`src/rtl/ipl_pkg.sv`:
```
package ipl_pkg;
   typedef struct packed {
      logic ph1;
      logic ph2;
   } ipl_phase_t;

   localparam int unsigned IPL_NUM_DLY = 2;
   localparam logic        IPL_LINE_IDLE = 1'b1;
endpackage

```
`src/rtl/ipl_phase_guard.sv`:
```
module ipl_phase_guard
   import ipl_pkg::*;
(
   input  logic       clk,
   input  logic       rst,
   input  logic       phi1_en,
   input  logic       phi2_en,
   output ipl_phase_t ph_g,
   output logic       err_q
);
   logic clash;
   assign clash   = phi1_en & phi2_en;
   assign ph_g.ph1 = phi1_en & ~clash;
   assign ph_g.ph2 = phi2_en & ~clash;

   always_ff @(posedge clk) begin
      if (rst) err_q <= 1'b0;
      else     err_q <= clash;
   end


   clash_flag_chk: assert property (@(posedge clk) disable iff (rst)
      (phi1_en && phi2_en) |=> err_q);

   clear_flag_chk: assert property (@(posedge clk) disable iff (rst)
      !(phi1_en && phi2_en) |=> !err_q);
endmodule

```
`src/rtl/ipl_nor_latch.sv`:
```
module ipl_nor_latch
   import ipl_pkg::*;
(
   input  logic clk,
   input  logic rst,
   input  logic ph2,
   input  logic pad,
   output logic line
);
   logic lat_q, side_b, lat_d;

   // cross-coupled NOR of AND terms, evaluated once per system clock
   assign side_b = ~((~pad & ph2) | lat_q);
   assign lat_d  = ~((pad & ph2) | side_b);

   always_ff @(posedge clk) begin
      if (rst) lat_q <= ~IPL_LINE_IDLE;
      else     lat_q <= lat_d;
   end

   assign line = ~lat_q;


   nmi_load_chk: assert property (@(posedge clk) disable iff (rst)
      ph2 |=> (line == $past(pad)));

   nmi_hold_chk: assert property (@(posedge clk) disable iff (rst)
      !ph2 |=> $stable(line));
endmodule

```
`src/rtl/ipl_dly_chan.sv`:
```
module ipl_dly_chan
   import ipl_pkg::*;
(
   input  logic       clk,
   input  logic       rst,
   input  ipl_phase_t ph,
   input  logic       pad,
   output logic       line
);
   logic in_q, out_q;

   always_ff @(posedge clk) begin
      if (rst) begin
         in_q  <= ~IPL_LINE_IDLE;
         out_q <= IPL_LINE_IDLE;
      end else begin
         if (ph.ph2) in_q  <= pad;
         if (ph.ph1) out_q <= ~in_q;
      end
   end

   assign line = out_q;


   in_hold_chk: assert property (@(posedge clk) disable iff (rst)
      !ph.ph2 |=> $stable(in_q));

   xfer_chk: assert property (@(posedge clk) disable iff (rst)
      ph.ph1 |=> (line == !$past(in_q)));

   out_hold_chk: assert property (@(posedge clk) disable iff (rst)
      !ph.ph1 |=> $stable(line));
endmodule

```
`src/rtl/ipl_pad_latch.sv`:
```
module ipl_pad_latch
   import ipl_pkg::*;
(
   input  logic clk,
   input  logic rst,
   input  logic phi1_en,
   input  logic phi2_en,
   input  logic nmi_pad,
   input  logic irq_pad,
   input  logic res_pad,
   output logic nmi_line,
   output logic irq_line,
   output logic res_line,
   output logic phase_err
);
   localparam int unsigned NDLY = IPL_NUM_DLY;

   if (NDLY != 2) begin : g_bad_cfg
      $error("ipl_pad_latch expects exactly two delayed channels");
   end

   ipl_phase_t ph_g;
   logic [NDLY-1:0] dly_pad, dly_line;

   assign dly_pad = {res_pad, irq_pad};

   ipl_phase_guard u_guard (
      .clk(clk), .rst(rst), .phi1_en(phi1_en), .phi2_en(phi2_en),
      .ph_g(ph_g), .err_q(phase_err)
   );

   ipl_nor_latch u_nmi (
      .clk(clk), .rst(rst), .ph2(ph_g.ph2), .pad(nmi_pad), .line(nmi_line)
   );

   for (genvar k = 0; k < NDLY; k++) begin : g_dly
      ipl_dly_chan u_ch (
         .clk(clk), .rst(rst), .ph(ph_g), .pad(dly_pad[k]), .line(dly_line[k])
      );
   end

   assign irq_line = dly_line[0];
   assign res_line = dly_line[1];


   clash_freeze_chk: assert property (@(posedge clk) disable iff (rst)
      (phi1_en && phi2_en) |=> ($stable(nmi_line) && $stable(irq_line) && $stable(res_line)));

   reset_idle_chk: assert property (@(posedge clk)
      rst |=> (nmi_line && irq_line && res_line && !phase_err));
endmodule

```
`config.mk`:
```
export PLATFORM = sky130hd
export DESIGN_NAME = ipl_pad_latch
export DESIGN_NICKNAME = d
export VERILOG_FILES = /design/src/rtl/ipl_pkg.sv /design/src/rtl/ipl_phase_guard.sv /design/src/rtl/ipl_nor_latch.sv /design/src/rtl/ipl_dly_chan.sv /design/src/rtl/ipl_pad_latch.sv
export SDC_FILE = /design/constraint.sdc
export NUM_CORES = 1
export LEC_CHECK = 0
export BUFFER_PORTS_ARGS = -buffer_cell sky130_fd_sc_hd__buf_2
export CORE_AREA = 4 4 41 43
export DETAILED_ROUTE_END_ITERATION = 16
export DIE_AREA = 0 0 45 47
export GPL_TIMING_DRIVEN = 0
export HOLD_SLACK_MARGIN = 0.05
export SETUP_SLACK_MARGIN = 0.4
export SYNTH_ARGS = -nofsm -noshare
export SYNTH_HDL_FRONTEND = slang
export SYNTH_SLANG_ARGS = --single-unit
```
`constraint.sdc`:
```
create_clock -name clk -period 0.8 [get_ports clk]
set_input_delay 0.04 -clock clk [delete_from_list [all_inputs] [get_ports clk]]
set_output_delay 0.04 -clock clk [all_outputs]
set_load 0.01 [all_outputs]
```
==> results.toml <==
[worst_hold_path]
hold_path_class = "primary input to flop"
hold_start = "irq_pad"

[worst_setup_path]
critPathLaunchType = "flop"
critical_path.top_delay_family = "flip-flops"
cp_num_buf_inv = 0
crit_fanout = 2
rrSetupSlack_ns = -0.09
r2r_start = "g_dly[1].u_ch.line"
cp_slowest_stage_delay_ns = 0.31
cp.arrival_ns = 1.01
path_cells = "or2_4 -> mux2_4"
cp-end-kind = "flop"
critPathKind = "flop to flop"
worst_path_max_delay_cell = "dfxtp_2"
cp-startpoint = "g_dly[1].u_ch.line"
crit_required_ns = 0.92

[grt]
track_usage = 0.0681
grt_pass1_wl_um = 897
grt_antenna_before_repair = 0
grt_max_degree = 10
grt_pass1_vias = 213
overflow = 0

[detailed_routing]
wl_per_cell_um = 10.5
drt_iter0_drc = 0
viasPerCell = 4.23
routed_wl_um = 547
drcViolationCount = 0
detail-route-antenna-nets = 0
routed-via-count = 220
drtPass1Iterations = 1

[finish]
fin_nets = 46
num_antenna_cells = 0
syn_to_final_growth_pct = 59.4
drive_gt1_frac = 0.649
fin_area_um2 = 383
n_fill_cell = 153

[timing]
whs_ns = 0.0635
setup_ws_ns = -0.0868
final.setup_skew_ns = 0.00297
finalCriticalPeriod_ns = 0.887
slew_headroom = 0.801
finalSetupViolCount = 2
fin_crit_sh = 1.11
hold_violations = 0
rsz0062_at_grt = "yes"
setup_tns_ns = -0.109
fmax_mhz = 1130
drv_slew = 0
tightest_slew_ns = 0.298

[clocking]
cts_hold_buffers = 0
insertion_delay_ns = 0.24
numCtsBuffers = 3
cts_num_sinks = 6
path_clk_slew_ns = 0.05
cts_root_buffer = "clkbuf_4"
cts_buffer_depth = 2
htree_levels = 1
cts_tree = "done"

[synthesis]
yosys.cell_types.count = 14
syn_inst = 23
syn_nets = 30
mappedNetlistArea_um2 = 240
syn_avg_cell_area_um2 = 10.4
synth_seq_cells = 6
synth.largest_area_cell = "dfxtp_1"
synth_top_area_frac = 0.500
seq_area_frac_synth = 0.500
yosysWarnings = 0
synth.area.top_cells = "dfxtp_1 50%, nand4bb_1 9.4%, nand2b_1 7.8%"

[placement]
port_buffers = 10
dp_hpwl_um = 393
place_ws_ns = -0.0792
gp_congestion = 0.705
placed_area_um2 = 319

[floorplanning]
start_util = 0.185
ioPinCount = 11
die_w_um = 45
dieArea_um2 = 2120
row_count = 13
coreArea_um2 = 1300
chipHeight_um = 47

[outcome]
violations = "setup timing"
status = "finished with violations"

[power]
p_leak_nw = 0.160
power.total_mw = 0.680
p_per_area_nw_per_um2 = 1780
ir_worst_vdd_v = 0.000870

[run]
maxCapViolCount = 0
==> final timing paths <==
kind	to	cells past startpoint
setup / recovery	g_dly[1].u_ch.line	2
hold / removal	g_dly[0].u_ch.in_q	3
setup reg to reg	g_dly[1].u_ch.line	2
hold reg to reg	flop	2
==> per-stage QoR <==
step | instances | util
floorplan | 23 | -
global placement | 48 | 0.245
detailed placement | 48 | 0.245
CTS | 51 | 0.277
global route | 52 | 0.294
finish | 52 | 0.294
==> kinds of logic after synthesis <==
family	share of synthesized area
AOI/OAI and AO/OA	0.109
DFF	0.500
and+or+nand+nor	0.328
muxes	0.0469
buffers and inverters	0.0156
==> report_power, final <==
group / leakage (nW) / internal [mW] / switching (mW)
Combinational: 0.0973 / 0.0463 / 0.0378
Clock: 0.0138 / 0.169 / 0.105
Sequential: 0.0491 / 0.315 / 0.00595
Total: 0.160 / 0.531 / 0.149
==> worst min-delay path, cell delays in order <==
cell and delay (ns):
buf_2 0.09, nand4bb_1 0.08, o21ai_1 0.05
==> metal layers <==
metal  share of wire  GRT usage
met1            0.47     0.0688
met2            0.45     0.0819
met3           0.082     0.0690
met4               0     0.0526
met5               0          0
==> final cells by class <==
class,count,area [um^2],share of cell area
Clock buffer,3,22.5,0.0588
Tap cell,15,18.8,0.0490
Sequential cell,6,125,0.327
Inverter,1,3.75,0.00980
Multi-Input combinational cell,16,136,0.356
Timing Repair Buffer,11,76.3,0.199
==> cell usage after synthesis <==
| cell | n |
|---|---|
| dfxtp_1 | 6 |
| nand2b_1 | 3 |
| nand4bb_1 | 2 |
| o21ai_0 | 2 |
| a211o_1 | 1 |
| inv_1 | 1 |
| mux2_2 | 1 |
| nand2_1 | 1 |
| nor2_1 | 1 |
| nor2b_1 | 1 |
| nor3b_1 | 1 |
| o31ai_1 | 1 |
| or2_2 | 1 |
| or4b_1 | 1 |
==> placed cells by master (no fill, tap or decap) <==
cell and count:
buf_2 7, dfxtp_2 4, nand2b_1 3, clkbuf_4 3, buf_6 3, nand4bb_1 2, o21ai_1 2, dfxtp_1 2
inv_2 1, nor2b_1 1, nor3b_2 1, a211o_1 1, or2_4 1, mux2_4 1, nand2_1 1, nor2_1 1
or4b_4 1, o31ai_2 1, buf_4 1
==> timing repair <==
action | CTS | global route
setup endpoints to repair | 9 | 9
hold endpoints to repair | 0 | 1
gates resized for setup | 4 | 3
pin swaps | 2 | 2
buffers inserted | 0 | 1
No activity file was read; power rests on OpenSTA's default activity.
